$ cat src/rtl/can_err_pkg.sv
// Package: shared field codes and helpers for the CAN error detector.
// Assumes the frame sequencer encodes fields with these 4-bit values.
package can_err_pkg;

    localparam int FIELD_W = 4;

    typedef enum logic [FIELD_W-1:0] {
        FLD_IDLE      = 4'd0,
        FLD_SOF       = 4'd1,
        FLD_ARB       = 4'd2,
        FLD_CTRL_DATA = 4'd3,
        FLD_CRC_SEQ   = 4'd4,
        FLD_CRC_DELIM = 4'd5,
        FLD_ACK_SLOT  = 4'd6,
        FLD_ACK_DELIM = 4'd7,
        FLD_EOF       = 4'd8
    } fld_e;

    // Flag slot positions in the detection vector
    localparam int F_CRC   = 0;
    localparam int F_STUFF = 1;
    localparam int F_BIT   = 2;
    localparam int F_FORM  = 3;
    localparam int F_ACK   = 4;
    localparam int N_FLAGS = 5;

    // True for fields after SOF that carry stuffing
    function automatic logic in_stuffed(input fld_e f);
        return (f == FLD_ARB) || (f == FLD_CTRL_DATA) || (f == FLD_CRC_SEQ);
    endfunction

    // True for fixed-form recessive fields
    function automatic logic in_fixed(input fld_e f);
        return (f == FLD_CRC_DELIM) || (f == FLD_ACK_DELIM) || (f == FLD_EOF);
    endfunction

endpackage

$ cat src/rtl/can_stuff_mon.sv
// Module: tracks runs of equal levels in the stuffed region.
// Flags the bit after LIMIT equal levels as a stuff bit (opposite level)
// or as a stuff error (same level). Assumes sof_i marks the first bit.
module can_stuff_mon #(
    parameter int LIMIT = 5
) (
    input  logic clk,
    input  logic rst_n,
    input  logic sample_i,
    input  logic bit_i,
    input  logic sof_i,
    input  logic region_i,
    output logic stuff_bit_o,
    output logic stuff_err_o
);
    localparam int CW = $clog2(LIMIT + 1);
    localparam logic [CW-1:0] LIM_V = CW'(LIMIT);

    logic [CW-1:0] run_q;
    logic          last_q;
    logic          at_limit;

    // Decide whether the current bit is a stuff bit or a violation
    always_comb begin
        at_limit    = region_i && (run_q == LIM_V);
        stuff_bit_o = at_limit && (bit_i != last_q);
        stuff_err_o = at_limit && (bit_i == last_q);
    end

    // Update run length and last level on each strobe
    always_ff @(posedge clk) begin
        if (!rst_n) begin
            run_q  <= '0;
            last_q <= 1'b1;
        end else if (sample_i) begin
            if (sof_i || (region_i && (at_limit || bit_i != last_q))) begin
                run_q  <= CW'(1);
                last_q <= bit_i;
            end else if (region_i) begin
                run_q  <= run_q + CW'(1);
            end
        end
    end
endmodule

$ cat src/rtl/can_crc.sv
// Module: serial CRC register, MSB first, restarted by init_i.
// Assumes callers gate en_i with the strobe and exclude stuff bits.
module can_crc #(
    parameter int             W    = 15,
    parameter logic [W-1:0]   POLY = 15'h4599
) (
    input  logic         clk,
    input  logic         rst_n,
    input  logic         en_i,
    input  logic         init_i,
    input  logic         bit_i,
    output logic [W-1:0] crc_o
);
    logic [W-1:0] base;
    logic         fb;
    logic [W-1:0] nxt;

    // One LFSR step from either zero or the held value
    always_comb begin
        base = init_i ? '0 : crc_o;
        fb   = bit_i ^ base[W-1];
        nxt  = {base[W-2:0], 1'b0} ^ (fb ? POLY : '0);
    end

    // Hold the remainder between strobes
    always_ff @(posedge clk) begin
        if (!rst_n)    crc_o <= '0;
        else if (en_i) crc_o <= nxt;
    end
endmodule

$ cat src/rtl/can_err_cnt.sv
// Module: saturating error counter that adds STEP on each inc_i.
module can_err_cnt #(
    parameter int W    = 8,
    parameter int STEP = 1
) (
    input  logic         clk,
    input  logic         rst_n,
    input  logic         inc_i,
    output logic [W-1:0] cnt_o
);
    localparam logic [W-1:0] MAX_V  = '1;
    localparam logic [W-1:0] STEP_V = W'(STEP);

    // Add the step, clamping at the top value
    always_ff @(posedge clk) begin
        if (!rst_n)     cnt_o <= '0;
        else if (inc_i) cnt_o <= (cnt_o > MAX_V - STEP_V) ? MAX_V : cnt_o + STEP_V;
    end
endmodule

$ cat src/rtl/can_err_detect.sv
// Module: CAN protocol error detector, top level.
// Evaluates one bit per sample strobe against the sequencer's field code,
// keeps sticky flags, an error-frame request, bus drive and error counters.
// Assumes strobes are single-cycle and inputs are stable while sample_i is high.
module can_err_detect
    import can_err_pkg::*;
#(
    parameter int           TEC_W       = 9,
    parameter int           REC_W       = 8,
    parameter int           TEC_STEP    = 8,
    parameter int           REC_STEP    = 1,
    parameter int           CRC_W       = 15,
    parameter logic [14:0]  CRC_POLY    = 15'h4599,
    parameter int           STUFF_LIMIT = 5
) (
    input  logic               clk,
    input  logic               rst_n,
    input  logic               sample_i,
    input  logic               rx_bit_i,
    input  logic               tx_bit_i,
    input  logic               transmitting_i,
    input  logic [FIELD_W-1:0] field_i,
    input  logic               autobaud_i,
    input  logic               clr_i,
    output logic               err_crc_o,
    output logic               err_stuff_o,
    output logic               err_bit_o,
    output logic               err_form_o,
    output logic               err_ack_o,
    output logic               errframe_req_o,
    output logic               bus_dom_o,
    output logic [TEC_W-1:0]   tec_o,
    output logic [REC_W-1:0]   rec_o
);
    fld_e               fld;
    logic               is_sof, region, tx_eff;
    logic               stuff_bit, stuff_err;
    logic [CRC_W-1:0]   crc;
    logic               crc_good_q;
    logic [N_FLAGS-1:0] det, flag_q;
    logic               any_det;

    // Decode field and effective transmit role
    always_comb begin
        fld    = fld_e'(field_i);
        is_sof = (fld == FLD_SOF);
        region = in_stuffed(fld);
        tx_eff = transmitting_i && !autobaud_i;
    end

    can_stuff_mon #(.LIMIT(STUFF_LIMIT)) u_stuff (
        .clk         (clk),
        .rst_n       (rst_n),
        .sample_i    (sample_i),
        .bit_i       (rx_bit_i),
        .sof_i       (is_sof),
        .region_i    (region),
        .stuff_bit_o (stuff_bit),
        .stuff_err_o (stuff_err)
    );

    can_crc #(.W(CRC_W), .POLY(CRC_POLY[CRC_W-1:0])) u_crc (
        .clk    (clk),
        .rst_n  (rst_n),
        .en_i   (sample_i && (is_sof || (region && !stuff_bit && !stuff_err))),
        .init_i (is_sof),
        .bit_i  (rx_bit_i),
        .crc_o  (crc)
    );

    // Per-strobe detection of the five error kinds
    always_comb begin
        det          = '0;
        det[F_CRC]   = sample_i && (fld == FLD_CRC_DELIM) && (crc != '0);
        det[F_STUFF] = sample_i && stuff_err;
        if (fld == FLD_ARB || fld == FLD_ACK_SLOT)
            det[F_BIT] = sample_i && tx_eff && !tx_bit_i && rx_bit_i;
        else
            det[F_BIT] = sample_i && tx_eff && (fld != FLD_IDLE) && (tx_bit_i != rx_bit_i);
        det[F_FORM]  = sample_i && in_fixed(fld) && !rx_bit_i;
        det[F_ACK]   = sample_i && tx_eff && (fld == FLD_ACK_SLOT) && rx_bit_i;
        any_det      = |det;
    end

    // Sticky flags: detection wins over the clear pulse
    for (genvar g = 0; g < N_FLAGS; g++) begin : g_flag
        always_ff @(posedge clk) begin
            if (!rst_n)      flag_q[g] <= 1'b0;
            else if (det[g]) flag_q[g] <= 1'b1;
            else if (clr_i)  flag_q[g] <= 1'b0;
        end
    end

    // Error-frame request held from one strobe to the next
    always_ff @(posedge clk) begin
        if (!rst_n)
            errframe_req_o <= 1'b0;
        else if (sample_i)
            errframe_req_o <= det[F_STUFF] | det[F_BIT] | det[F_FORM] | det[F_ACK];
    end

    // Remember the CRC verdict for the acknowledge bit
    always_ff @(posedge clk) begin
        if (!rst_n)                               crc_good_q <= 1'b0;
        else if (sample_i && is_sof)              crc_good_q <= 1'b0;
        else if (sample_i && fld == FLD_CRC_DELIM) crc_good_q <= (crc == '0);
    end

    can_err_cnt #(.W(TEC_W), .STEP(TEC_STEP)) u_tec (
        .clk   (clk),
        .rst_n (rst_n),
        .inc_i (any_det && tx_eff),
        .cnt_o (tec_o)
    );

    can_err_cnt #(.W(REC_W), .STEP(REC_STEP)) u_rec (
        .clk   (clk),
        .rst_n (rst_n),
        .inc_i (any_det && !transmitting_i && !autobaud_i),
        .cnt_o (rec_o)
    );

    // Bus drive: own dominant bits, or receiver acknowledge
    always_comb begin
        bus_dom_o = (tx_eff && !tx_bit_i) ||
                    ((fld == FLD_ACK_SLOT) && !transmitting_i && !autobaud_i && crc_good_q);
        err_crc_o   = flag_q[F_CRC];
        err_stuff_o = flag_q[F_STUFF];
        err_bit_o   = flag_q[F_BIT];
        err_form_o  = flag_q[F_FORM];
        err_ack_o   = flag_q[F_ACK];
    end
endmodule

$ cat config.mk
export PLATFORM = sky130hd
export DESIGN_NAME = can_err_detect
export DESIGN_NICKNAME = d
export VERILOG_FILES = /design/src/rtl/can_err_pkg.sv /design/src/rtl/can_stuff_mon.sv /design/src/rtl/can_crc.sv /design/src/rtl/can_err_cnt.sv /design/src/rtl/can_err_detect.sv
export SDC_FILE = /design/constraint.sdc
export NUM_CORES = 1
export LEC_CHECK = 0
export BUFFER_PORTS_ARGS = -buffer_cell sky130_fd_sc_hd__buf_4
export CAP_MARGIN = 25
export CORE_MARGIN = 2
export CORE_UTILIZATION = 40
export CTS_BUF_LIST = sky130_fd_sc_hd__clkbuf_16
export DETAILED_ROUTE_END_ITERATION = 10
export PLACE_DENSITY = 0.6
export SLEW_MARGIN = 20
export SYNTH_ARGS = -nofsm -noshare
export SYNTH_HDL_FRONTEND = slang
export SYNTH_HIERARCHICAL = 1
export SYNTH_SLANG_ARGS = --single-unit
export TNS_END_PERCENT = 50
$ cat constraint.sdc
create_clock -name clk -period 3.4 [get_ports clk]
set_input_delay 0.68 -clock clk [delete_from_list [all_inputs] [get_ports clk]]
set_output_delay 0.68 -clock clk [all_outputs]
set_load 0.005 [all_outputs]
==> results_dict.tcl <==
set metrics [dict create \
    fillers 539 \
    io_pins 36 \
    worstSetupPathType "in -> reg" \
    power.leakage_nw 1.03 \
    vias_per_cell 5.33 \
    skew_ps 5.40 \
    portBuffers 35 \
    cts_tree "done" \
    yosysSeqAreaShare_pct 36.5 \
    dr_total_vias 1995 \
    syn_avg_cell_area_um2 8.49 \
    critPathTopFamily "simple AND/OR/NAND/NOR gates" \
    routed_wl_um 5030 \
    cp.arrival_ps 2960 \
    setup_violations 0 \
    grt_pass1_wl_um 8540 \
    postCtsSetupBuffers 0 \
    synth-edff-count 0 \
    fin_nets 319 \
    grt_usage_pct 17.1 \
    rsz0062_at_grt "false" \
    numCtsBuffers 5 \
    drt-wirelength-per-cell_um 13.4 \
    die_area_mm2 0.00624 \
    antenna_left 0 \
    cpPeakStageDelay_ps 390 \
    path_clk_slew_ps 60 \
    crit_path_cell_trace "buf_4, or3b_1, a21oi_1, nand3_1, nor2_1, nor2_1, a21oi_1, o32ai_1, and2_1, nand2_1, nor3b_1, mux2i_1, nand2_1" \
    netlist_instances 265 \
    synth-main-ff-cell "dfxtp_1" \
    cts_hold_buf 0 \
    finalHoldViolCount 0 \
    grt_overflow_total 0 \
    yosys_warnings 6 \
    drive_gt1_share_pct 19.5 \
    clk-insertion-delay-late_ps 280 \
    syn_area_mm2 0.00225 \
    timing.critical_path.from "field_i[1]" \
    r2r_slack_ps 1110 \
    crit_path_start_kind "primary input" \
    period_needed_ps 2790 \
    rr_endpoint "u_crc/crc_o[8]" \
    antenna_found_initial 0 \
    drc_errors 0 \
    coreArea_mm2 0.00547 \
    hpwl_um 3490 \
    min_from "err_crc_o" \
    cts_max_level 2 \
    start_util_pct 41.1 \
    finalPower_mw 1.06 \
    status "complete, no violations" \
    synth.distinct_cells 57 \
    cts.path.max_buffers 2 \
    max_slew_margin_pct 71.4 \
    setup-tns-final_ps 0 \
    cp_slowest_cell "or3b_1" \
    area_delta_synth_final_pct 20.9 \
    max_freq_mhz 359 \
    min_path_type "reg -> reg" \
    cts_root_buffer "clkbuf_16" \
    critPathRequiredTime_ps 3570 \
    cts_sinks 41 \
    gp_congestion 0.796 \
    timing.rr.start "u_stuff/run_q[1]" \
    report.final.slew_viol_count 0 \
    cts-resized-gates 0 \
    grt_pass1_vias 1857 \
    cp-end-kind "flip-flop" \
    n_antenna_cell 0 \
    drt_iter0_markers 98 \
    synth.net_count 283 \
    whs_path_depth 2 \
    die_y_um 79.0 \
    rows 27 \
    cp_num_buf_inv 1 \
    reg2reg_depth 12 \
    crit_path_end "u_crc/crc_o[8]" \
    cp_num_cells 13 \
    drv_cap 0 \
    power_density_mw_per_mm2 388 \
    synth_seq_cells 41 \
    fin_crit_sh_pct 82.0 \
    grt_start_max_net_pins 28 \
    drtPass1Iterations 4 \
    async_reset_ff_share_pct 0 \
    ir_drop_v 0.000239 \
    die_w_um 79.0 \
    path_max_fanout 16 \
    worst_pin_slew_ps 429 \
]
worst reg2reg max path, stage by stage (launching register included):
cell     delay [ps]
dfxtp_1         350
inv_1            50
ha_1            210
nand3_1         110
nor2_1           90
nor2_1          120
a21oi_1          70
o32ai_1         120
and2_1          430
nand2_1         280
nor3b_1         240
mux2i_1         100
nand2_1          60
cells in the mapped netlist, types with 3 or more instances:
cell / count / area (µm²)
and3_1: 3 / 18.8
or3_1: 3 / 18.8
nand2_1: 18 / 67.6
a21oi_1: 18 / 90.1
and2_1: 3 / 18.8
mux2i_1: 4 / 40.0
dfxtp_1: 41 / 821
nand4_1: 12 / 75.1
buf_2: 4 / 20.0
nor2_1: 18 / 67.6
inv_1: 11 / 41.3
o21ai_0: 11 / 55.1
nor4_1: 3 / 18.8
nor3b_1: 6 / 45.0
a31oi_1: 10 / 62.6
nand3b_1: 6 / 45.0
o21ai_1: 7 / 35.0
o21a_1: 3 / 22.5
clkbuf_1: 3 / 11.3
nand2b_1: 12 / 75.1
xor2_1: 6 / 52.6
ha_1: 6 / 75.1
nor2b_1: 7 / 43.8
buf_4: 3 / 22.5
nand3_1: 12 / 60.1
routing by layer:
| layer | track usage, % | vias to the layer above | part of all wire, % |
|---|---|---|---|
| li1 | - | 1028 | - |
| met4 | 5.69 | 0 | 1.3 |
| met2 | 26.4 | 39 | 45 |
| met1 | 23.1 | 922 | 50 |
| met5 | 0 | - | 0 |
| met3 | 4.66 | 6 | 3.9 |
where the power goes:
part	internal, mW	total, mW	switching [mW]
clock	0.269	0.468	0.198
combinational	0.0407	0.0926	0.0520
sequential	0.488	0.496	0.00747
through the flow:
stage	setup slack (ps)	util, %	instances	hold slack [ps]	cell area, µm²
2_1_floorplan	500	-	265	451	2250
6_report	613	49.7	374	460	2720
3_5_place_dp	321	47.1	366	450	2570
3_3_place_gp	398	47.1	366	453	2570
5_1_grt	328	49.7	374	474	2720
4_1_cts	615	49.7	374	463	2720
cells by family after synthesis:
group,synth area share [%]
compound gates,18.2
xor+xnor,5.06
fa+ha+maj,3.34
buf+inv,4.73
flops,36.5
mux,2.28
simple gates,29.9
cell type report:
class	count	area, µm²	share of cell area [%]
clock inverter	3	18.8	0.690
tap	72	90.1	3.31
timing repair buffer	40	300	11.0
inverter	11	41.3	1.52
multi-input combinational	202	1320	48.6
clock buffer	5	125	4.60
sequential	41	821	30.2
layout by cell type (no fill, tap or decap), types with 5 or more instances in the layout:
master	synthesis	layout
o21ai_0	11	11
nand2b_1	12	12
nor2_1	18	18
ha_1	6	6
nand4_1	12	12
nand3_1	12	12
dfxtp_1	41	41
nor2b_1	7	7
a21oi_1	18	18
buf_4	3	40
inv_1	11	12
nor3b_1	6	6
xor2_1	6	6
nand3b_1	6	6
clkbuf_16	0	5
o21ai_1	7	7
nand2_1	18	18
a31oi_1	10	10
worst min-delay path by stage:
stage	endpoint	slack, ps
finish	err_crc_o	460
detailed placement	err_crc_o	450
floorplan	u_stuff/run_q[0]	450
CTS	err_crc_o	460
global placement	err_crc_o	450
global route	err_crc_o	470
flip-flops by register name (all words and copies together), names as in the netlist:
signal and count:
err_ack_o 1, u_rec/cnt_o 8, u_stuff/last_q 1, u_crc/crc_o 15
u_stuff/run_q 3, err_stuff_o 1, err_crc_o 1, crc_good_q 1
errframe_req_o 1, err_form_o 1, err_bit_o 1, u_tec/cnt_o 7
(Power assumes the default switching activity.)
